$ cat src/rtl/cfg_timer_pkg.sv
package cfg_timer_pkg;
  parameter int unsigned DW = 8;
  parameter int unsigned CW = 2 * DW;
  parameter int unsigned PW = 10;

  typedef enum logic [2:0] {
    A_CTRL   = 3'd0,
    A_CNT_LO = 3'd1,
    A_CNT_HI = 3'd2,
    A_CMP_LO = 3'd3,
    A_CMP_HI = 3'd4
  } reg_addr_e;

  typedef struct packed {
    logic       wide;
    logic [2:0] spare;
    logic       ctc;
    logic [2:0] clk_sel;
  } ctrl_t;
endpackage

$ cat src/rtl/cfg_timer_presc.sv
module cfg_timer_presc
  import cfg_timer_pkg::*;
(
  input  logic       clk_i,
  input  logic       rst_ni,
  input  logic [2:0] clk_sel_i,
  output logic       tick_o
);
  logic [PW-1:0] div_q;

  always_ff @(posedge clk_i or negedge rst_ni) begin
    if (!rst_ni) div_q <= '0;
    else         div_q <= div_q + 1'b1;
  end

  always_comb begin
    unique case (clk_sel_i)
      3'd1:    tick_o = 1'b1;
      3'd2:    tick_o = &div_q[2:0];
      3'd3:    tick_o = &div_q[5:0];
      3'd4:    tick_o = &div_q[7:0];
      3'd5:    tick_o = &div_q[9:0];
      default: tick_o = 1'b0;
    endcase
  end
endmodule

$ cat src/rtl/cfg_timer_core.sv
module cfg_timer_core
  import cfg_timer_pkg::*;
(
  input  logic          clk_i,
  input  logic          rst_ni,
  input  logic          tick_i,
  input  logic          wide_i,
  input  logic          ctc_i,
  input  logic [CW-1:0] top_i,
  input  logic          load_i,
  input  logic [CW-1:0] load_val_i,
  output logic [CW-1:0] cnt_o,
  output logic          match_o,
  output logic          ovf_o
);
  logic [CW-1:0] cnt_q, cnt_inc;
  logic          at_top, at_max;

  assign at_top  = wide_i ? (cnt_q == top_i) : (cnt_q[DW-1:0] == top_i[DW-1:0]);
  assign at_max  = wide_i ? (&cnt_q) : (&cnt_q[DW-1:0]);
  assign cnt_inc = wide_i ? cnt_q + 1'b1 : {{DW{1'b0}}, cnt_q[DW-1:0] + 1'b1};

  always_ff @(posedge clk_i or negedge rst_ni) begin
    if (!rst_ni) begin
      cnt_q   <= '0;
      match_o <= 1'b0;
      ovf_o   <= 1'b0;
    end else begin
      match_o <= 1'b0;
      ovf_o   <= 1'b0;
      if (load_i) begin
        cnt_q <= load_val_i;
      end else if (tick_i) begin
        if (ctc_i && at_top) begin
          cnt_q   <= '0;
          match_o <= 1'b1;
        end else if (at_max) begin
          cnt_q <= '0;
          ovf_o <= !ctc_i;
        end else begin
          cnt_q <= cnt_inc;
        end
      end
    end
  end

  assign cnt_o = cnt_q;

  AST_HOLD_NO_TICK: assert property (@(posedge clk_i) disable iff (!rst_ni)
    (!tick_i && !load_i) |=> $stable(cnt_q));
  AST_OVF_WRAP: assert property (@(posedge clk_i) disable iff (!rst_ni)
    ovf_o |-> (cnt_q == '0));
  AST_OVF_FREE_ONLY: assert property (@(posedge clk_i) disable iff (!rst_ni)
    ovf_o |-> !$past(ctc_i));
  AST_MATCH_CLEAR: assert property (@(posedge clk_i) disable iff (!rst_ni)
    match_o |-> (cnt_q == '0) && $past(ctc_i));
endmodule

$ cat src/rtl/cfg_timer_regs.sv
module cfg_timer_regs
  import cfg_timer_pkg::*;
(
  input  logic          clk_i,
  input  logic          rst_ni,
  input  logic          wr_en_i,
  input  logic          rd_en_i,
  input  logic [2:0]    addr_i,
  input  logic [DW-1:0] wdata_i,
  output logic [DW-1:0] rdata_o,
  input  logic [CW-1:0] cnt_i,
  output ctrl_t         ctrl_o,
  output logic [CW-1:0] top_o,
  output logic          load_o,
  output logic [CW-1:0] load_val_o
);
  ctrl_t         ctrl_q;
  logic [DW-1:0] cmp_lo_q, cmp_hi_q, hold_wr_q, hold_rd_q;
  logic          wide;

  assign wide = ctrl_q.wide;

  always_ff @(posedge clk_i or negedge rst_ni) begin
    if (!rst_ni) begin
      ctrl_q    <= '0;
      cmp_lo_q  <= '0;
      cmp_hi_q  <= '0;
      hold_wr_q <= '0;
      hold_rd_q <= '0;
    end else begin
      if (wr_en_i) begin
        unique case (addr_i)
          A_CTRL:   ctrl_q <= ctrl_t'(wdata_i);
          A_CNT_HI: hold_wr_q <= wdata_i;
          A_CMP_HI: begin
            if (wide) hold_wr_q <= wdata_i;
            else      cmp_hi_q  <= wdata_i;
          end
          A_CMP_LO: begin
            cmp_lo_q <= wdata_i;
            if (wide) cmp_hi_q <= hold_wr_q;
          end
          default: ;
        endcase
      end
      if (rd_en_i && addr_i == A_CNT_LO) hold_rd_q <= cnt_i[CW-1:DW];
    end
  end

  assign load_o     = wr_en_i && (addr_i == A_CNT_LO);
  assign load_val_o = wide ? {hold_wr_q, wdata_i} : {{DW{1'b0}}, wdata_i};
  assign top_o      = wide ? {cmp_hi_q, cmp_lo_q} : {{DW{1'b0}}, cmp_lo_q};
  assign ctrl_o     = ctrl_q;

  always_comb begin
    unique case (addr_i)
      A_CTRL:   rdata_o = ctrl_q;
      A_CNT_LO: rdata_o = cnt_i[DW-1:0];
      A_CNT_HI: rdata_o = hold_rd_q;
      A_CMP_LO: rdata_o = cmp_lo_q;
      A_CMP_HI: rdata_o = cmp_hi_q;
      default:  rdata_o = '0;
    endcase
  end

  AST_CMP_ATOMIC: assert property (@(posedge clk_i) disable iff (!rst_ni)
    (wr_en_i && wide && addr_i == A_CMP_HI) |=> $stable({cmp_hi_q, cmp_lo_q}));
  AST_RD_HOLD: assert property (@(posedge clk_i) disable iff (!rst_ni)
    !(rd_en_i && addr_i == A_CNT_LO) |=> $stable(hold_rd_q));
endmodule

$ cat src/rtl/cfg_timer.sv
module cfg_timer
  import cfg_timer_pkg::*;
(
  input  logic          clk_i,
  input  logic          rst_ni,
  input  logic          wr_en_i,
  input  logic          rd_en_i,
  input  logic [2:0]    addr_i,
  input  logic [DW-1:0] wdata_i,
  output logic [DW-1:0] rdata_o,
  output logic          match_o,
  output logic          ovf_o
);
  ctrl_t         ctrl;
  logic [CW-1:0] top, cnt, load_val;
  logic          load, tick;

  cfg_timer_regs u_regs (
    .clk_i, .rst_ni, .wr_en_i, .rd_en_i, .addr_i, .wdata_i, .rdata_o,
    .cnt_i(cnt), .ctrl_o(ctrl), .top_o(top), .load_o(load), .load_val_o(load_val)
  );

  cfg_timer_presc u_presc (
    .clk_i, .rst_ni, .clk_sel_i(ctrl.clk_sel), .tick_o(tick)
  );

  cfg_timer_core u_core (
    .clk_i, .rst_ni, .tick_i(tick), .wide_i(ctrl.wide), .ctc_i(ctrl.ctc),
    .top_i(top), .load_i(load), .load_val_i(load_val),
    .cnt_o(cnt), .match_o, .ovf_o
  );
endmodule

$ cat config.mk
export PLATFORM = sky130hd
export DESIGN_NAME = cfg_timer
export DESIGN_NICKNAME = d
export VERILOG_FILES = /design/src/rtl/cfg_timer_pkg.sv /design/src/rtl/cfg_timer_presc.sv /design/src/rtl/cfg_timer_core.sv /design/src/rtl/cfg_timer_regs.sv /design/src/rtl/cfg_timer.sv
export SDC_FILE = /design/constraint.sdc
export NUM_CORES = 1
export LEC_CHECK = 0
export BUFFER_PORTS_ARGS = -buffer_cell sky130_fd_sc_hd__buf_2
export CAP_MARGIN = 30
export CORE_ASPECT_RATIO = 1.75
export CORE_UTILIZATION = 55
export CTS_CLUSTER_SIZE = 10
export DETAILED_ROUTE_END_ITERATION = 16
export MAX_ROUTING_LAYER = met4
export PLACE_DENSITY = 0.76
export SKIP_CTS_REPAIR_TIMING = 1
export SYNTH_ARGS = -nofsm -noshare
export SYNTH_HDL_FRONTEND = slang
export SYNTH_SLANG_ARGS = --single-unit
$ cat constraint.sdc
create_clock -name clk_i -period 1.82 [get_ports clk_i]
set_input_delay 0.364 -clock clk_i [delete_from_list [all_inputs] [get_ports clk_i]]
set_output_delay 0.364 -clock clk_i [all_outputs]
set_load 0.01 [all_outputs]
== Yosys cells after proc, flatten, opt, wreduce, memory -nomap -nowiden ==
Index checks and enable logic that the tools add are counted.

* Input bits: 15
* Register bits after elaboration: 68

* Muxes and demuxes: 23
* Reductions and logical operators: 18
* $add $sub $neg: 3
* Equal/unequal tests: 14

{| class="wikitable"
|+ Operators with widths
! operator !! count
|-
| 16-bit 2-to-1 mux || 7
|-
| 8-bit one-hot mux with 5 select lines || 1
|-
| 8-bit one-hot mux with 2 select lines || 2
|-
| 8-bit 2-to-1 mux || 3
|-
| 16-bit by 1-bit adder with 16-bit output, second input constant || 1
|-
| 16-bit == test || 1
|-
| 16-bit AND reduction || 1
|-
| 8-bit AND reduction || 2
|-
| 3-bit by 2-bit == test with 1-bit output, second input constant || 4
|-
| 10-bit by 1-bit adder with 10-bit output, second input constant || 1
|-
| 10-bit AND reduction || 1
|-
| 3-bit == test, second input constant || 3
|-
| 1-bit 2-to-1 mux || 9
|-
| 8-bit by 1-bit adder with 8-bit output, second input constant || 1
|-
| 8-bit == test || 1
|-
| 3-bit by 1-bit == test with 1-bit output, second input constant || 2
|-
| 3-bit AND reduction || 2
|-
| 6-bit AND reduction || 1
|-
| 2-bit nonzero test || 3
|-
| 1-bit one-hot mux with 5 select lines || 1
|-
| 2-bit by 1-bit inequality test with 1-bit output, second input constant || 2
|-
| 2-bit AND reduction || 2
|-
| 4-bit AND reduction || 1
|-
| 1-bit logical AND || 3
|-
| other kinds (3) || 3
|}

== Longest topological paths before layout ==
* Depth after elaboration: 7
* Gate-level depth with buffers: 8
* Mapped depth without buffers: 7

== Hierarchy ==
A second synthesis with hierarchy kept.

* Cells, all modules: 374
* Area total of the unflattened synthesis: 4,022.6 um^2

{| class="wikitable"
|+ By module, submodules not included
! module !! cells each !! times used !! sequential area each (um^2) !! area an instance (um^2)
|-
| cfg_timer_regs || 170 || 1 || 1,001.0 || 2,177.1
|-
| cfg_timer_core || 164 || 1 || 450.4 || 1,372.6
|-
| cfg_timer_presc || 40 || 1 || 250.2 || 473.0
|}

== Worst setup path after synthesis ==
No wires, ideal clock.

* Path type: register to register
* Start: register u_presc.div_q[0]
* End: register u_core.cnt_q[12] (netlist: u_core.cnt_o[12])
* Arrival time: 1.858 ns
* Stages on the path, launching flop included: 9
* Data required time: 1.730 ns
* Path slack: -0.128 ns
* Cell sequence: dfrtp_1 ha_1 and3_4 a31oi_1 o32ai_4 a21oi_4 buf_2 a41oi_1 o221ai_1

* Longest elaborated chain between the ends: 3
* Elaborated cells on any way between the ends: 6
* Classes of those cells: mux: 1; reduce/logical: 5

{| class="wikitable"
|+ Ends and longest elaborated chain
! element !! RTL line !! text
|-
| from (decl) || cfg_timer_presc.sv:9 || <nowiki>logic [PW-1:0] div_q;</nowiki>
|-
| from (signal assigned) || cfg_timer_presc.sv:13 || <nowiki>else div_q <= div_q + 1'b1;</nowiki>
|-
| 10-bit AND reduction (tied with other cells) || cfg_timer_presc.sv:22 || <nowiki>3'd5: tick_o = &div_q[9:0];</nowiki>
|-
| 1-bit one-hot mux with 5 select lines (*) || cfg_timer_presc.sv:17 || <nowiki>unique case (clk_sel_i)</nowiki>
|-
| 2-bit nonzero test (no source line) (*) || n/a ||
|-
| to (signal assigned) || cfg_timer_core.sv:32 || <nowiki>cnt_q <= load_val_i;</nowiki>
|-
| to (signal assigned) || cfg_timer_core.sv:41 || <nowiki>cnt_q <= cnt_inc;</nowiki>
|-
| to (decl) || cfg_timer_core.sv:16 || <nowiki>logic [CW-1:0] cnt_q, cnt_inc;</nowiki>
|}

Every way passes the cells marked *; elsewhere a longest branch is shown, timed or not.
A chain may end at the register's enable or synchronous reset.

== Worst setup path in the final report ==
* Start: register u_presc.div_q[0]
* End: register u_core.cnt_q[11] (netlist: u_core.cnt_o[11])

Same word-level chain as after synthesis.

==> impl_metrics.sql <==
INSERT INTO impl_metrics (metric_group, metric, value, unit) VALUES
('logic_synthesis', 'ys_seq_area_share', '41.9', '%'),
('logic_synthesis', 'yosys.area.top_type', 'sky130_fd_sc_hd__dfrtp_1', ''),
('detailed_routing', 'vias', '3944', ''),
('floorplan', 'io_pins', '25', ''),
('floorplan', 'std_cell_rows', '41', ''),
('clock_tree', 'clock_insertion_delay_at_the_later_pin_of_the_skew_report', '340', 'ps'),
('placed_design', 'place_worst_setup_slack', '-186', 'ps'),
('floorplan', 'core', '7180', 'um2'),
('setup_path', 'r2r.worst_path.cells', '9', ''),
('detailed_routing', 'route.detailed.vias_per_inst', '6.53', ''),
('sta', 'worst_pin_slew', '595', 'ps'),
('logic_synthesis', 'syn_inst', '407', ''),
('logic_synthesis', 'netlist_area', '4060', 'um2'),
('logic_synthesis', 'synth_enable_flop_cells', '0', ''),
('logic_synthesis', 'top_post_synthesis_cells_by_count', 'sky130_fd_sc_hd__dfrtp_1 (68), sky130_fd_sc_hd__nand2_1 (42), sky130_fd_sc_hd__mux2_2 (32)', ''),
('placed_design', 'gpl.final_weighted_congestion', '1.01', ''),
('clock_tree', 'cts_inserted_buffers', '9', ''),
('grt', 'grt_first_pass_wirelength', '19900', 'um'),
('sta', 'unrepaired_setup_endpoints_after_global_routing', 'yes', ''),
('setup_path', 'worst_ep_arrival_time', '2280', 'ps'),
('pwr', 'seq_power_share', '33.0', '%'),
('detailed_routing', 'detail_route.wl_per_cell', '23.7', 'um'),
('logic_synthesis', 'postSynthNetCount', '425', ''),
('placed_design', 'hpwlAfterDp', '9440', 'um'),
('sta', 'final_hold_violation_count', '0', ''),
('pwr', 'power_per_cell_area', '1340', 'nW/um2'),
('detailed_routing', 'drc', '0', ''),
('grt', 'first_global_vias', '3728', ''),
('sta', 'worst_slew_margin_rel', '60.0', '%'),
('sta', 'finalSetupViolCount', '24', ''),
('setup_path', 'worstPathMaxFanout', '7', ''),
('pwr', 'power.combinational.fraction', '41.5', '%'),
('setup_path', 'setup.worst_path.end_class', 'flip-flop', ''),
('detailed_routing', 'post_detailed_routing_wire_length', '14300', 'um'),
('cells_and_area', 'area_growth', '36.1', '%'),
('detailed_routing', 'detail-route-antenna-nets', '0', ''),
('floorplan', 'die_width', '66.9', 'um'),
('job', 'max-cap-violations', '0', ''),
('placed_design', 'placed_area', '4770', 'um2'),
('clock_tree', 'path_clk_slew', '60', 'ps'),
('detailed_routing', 'drt_iter0_drc', '345', ''),
('worst_hold_path', 'timing.hold.worst.class', 'input pin to async pin', ''),
('cells_and_area', 'final_net_count', '530', ''),
('sta', 'fin_skew', '7.47', 'ps'),
('logic_synthesis', 'ys_warn_count', '0', ''),
('sta', 'period_minus_slack', '2060', 'ps'),
('logic_synthesis', 'count_of_state_elements_after_synthesis', '68', ''),
('pwr', 'share_clk_of_total_power', '25.5', '%'),
('grt', 'groute.usage.overall', '37.7', '%'),
('run_status', 'violations', 'setup timing', ''),
('run_status', 'outcome', 'finished with violations', ''),
('floorplan', 'die_height', '116', 'um'),
('cells_and_area', 'num-fill-cells', '459', ''),
('cells_and_area', 'final_area', '5520', 'um2'),
('sta', 'postLayoutSetupSlackWorst', '-244', 'ps'),
('setup_path', 'path_class', 'flip-flop to flip-flop', ''),
('logic_synthesis', 'synth-async-reset-ratio', '100', '%'),
('grt', 'grt_max_degree', '69', ''),
('sta', 'final.period_utilization', '113', '%'),
('sta', 'final.setup.tns', '-3560', 'ps'),
('cells_and_area', 'final_layout_size_suffix_gt1_share', '44.1', '%'),
('clock_tree', 'htreeDepth', '3', ''),
('logic_synthesis', 'netlist.area_leader.share', '41.9', '%'),
('logic_synthesis', 'cell_with_the_most_instances_after_synthesis', 'sky130_fd_sc_hd__dfrtp_1', ''),
('logic_synthesis', 'top_post_synthesis_cells_by_area', 'sky130_fd_sc_hd__dfrtp_1 (42%), sky130_fd_sc_hd__mux2_2 (8.9%), sky130_fd_sc_hd__mux2i_1 (5.2%)', ''),
('clock_tree', 'tritoncts', 'built', ''),
('sta', 'max_clock_freq', '485', 'MHz'),
('grt', 'grt_overflow_total', '0', ''),
('floorplan', 'dieArea', '7740', 'um2'),
('placed_design', 'port-buffer-count', '24', ''),
('pwr', 'cellLeakagePower', '2.43', 'nW');
[placed cells by master, fill, tap and decap left out, types with 12 or more instances in the layout]
cell	n
sky130_fd_sc_hd__mux2i_1	20
sky130_fd_sc_hd__buf_2	23
sky130_fd_sc_hd__buf_4	79
sky130_fd_sc_hd__o21ai_0	15
sky130_fd_sc_hd__nand2_1	40
sky130_fd_sc_hd__dfrtp_1	60
sky130_fd_sc_hd__nor2_1	20
sky130_fd_sc_hd__nand3_1	23
sky130_fd_sc_hd__buf_6	12
sky130_fd_sc_hd__mux2_2	32
sky130_fd_sc_hd__nand4_1	12
[final cells by class]
| class | count | area, um2 | share of cell area [%] |
|---|---|---|---|
| Antenna cell | 1 | 2.50 | 0.0453 |
| Clock buffer | 9 | 225 | 4.08 |
| Clock inverter | 7 | 91.3 | 1.65 |
| Inverter | 11 | 41.3 | 0.748 |
| Multi-Input combinational cell | 303 | 2410 | 43.6 |
| Sequential cell | 68 | 1710 | 31.0 |
| Tap cell | 86 | 108 | 1.95 |
| Timing Repair Buffer | 119 | 933 | 16.9 |
[flip-flops by register name (all words and copies together), names as in the netlist]
register and flops:
u_core.cnt_o 16, u_core.match_o 1, u_core.ovf_o 1, u_presc.div_q 10
u_regs.cmp_hi_q 8, u_regs.cmp_lo_q 8, u_regs.ctrl_o 7, u_regs.hold_rd_q 8
u_regs.hold_wr_q 8, u_regs.wide 1
[final timing paths]
check | end | slack (ps)
max in group asynchronous | u_regs.ctrl_o[2] | 1460
worst max register to register | u_core.cnt_o[11] | -240
worst min register to register | u_presc.div_q[9] | 480
min in group clk_i | u_regs.cmp_lo_q[7] | 350
worst max-delay path | u_core.cnt_o[11] | -240
worst min-delay path | u_core.cnt_o[11] | 30
[logic make-up after synthesis]
logic type | share of synthesized area (%)
xor gates and xnor gates | 4.29
and+or+nand+nor | 18.5
adders and majority gates | 0.925
DFF | 41.9
muxes | 14.6
AOI/OAI and AO/OA | 15.0
buffers and inverters | 4.72
[per-layer routing]
layer	track usage, %	vias to the layer above	routed length [um]
met2	65.4	224	7550
met1	37.3	1912	4710
met3	8.27	91	956
li1	-	1717	-
met4	23.1	0	1120
met5	-	-	0
[power by group through the flow]
stage	sequential (mW)	combinational, mW	clock, mW
after floorplan	2.18	1.58	0
after CTS	2.40	2.47	1.88
after global placement	2.40	2.39	0
final	2.44	3.08	1.89
after global routing	2.46	3.26	1.96
after detailed placement	2.42	2.43	0
[critical path: stages (launching register included)]
cell and delay, ps:
sky130_fd_sc_hd__dfrtp_1 370, sky130_fd_sc_hd__ha_2 190, sky130_fd_sc_hd__and3_4 230, sky130_fd_sc_hd__nand3_4 110, sky130_fd_sc_hd__o32ai_4 330, sky130_fd_sc_hd__buf_6 150, sky130_fd_sc_hd__a21oi_4 70, sky130_fd_sc_hd__buf_12 170
sky130_fd_sc_hd__a41oi_1 190, sky130_fd_sc_hd__o221ai_2 130
Note: power is estimated with default switching activity, not from simulation.
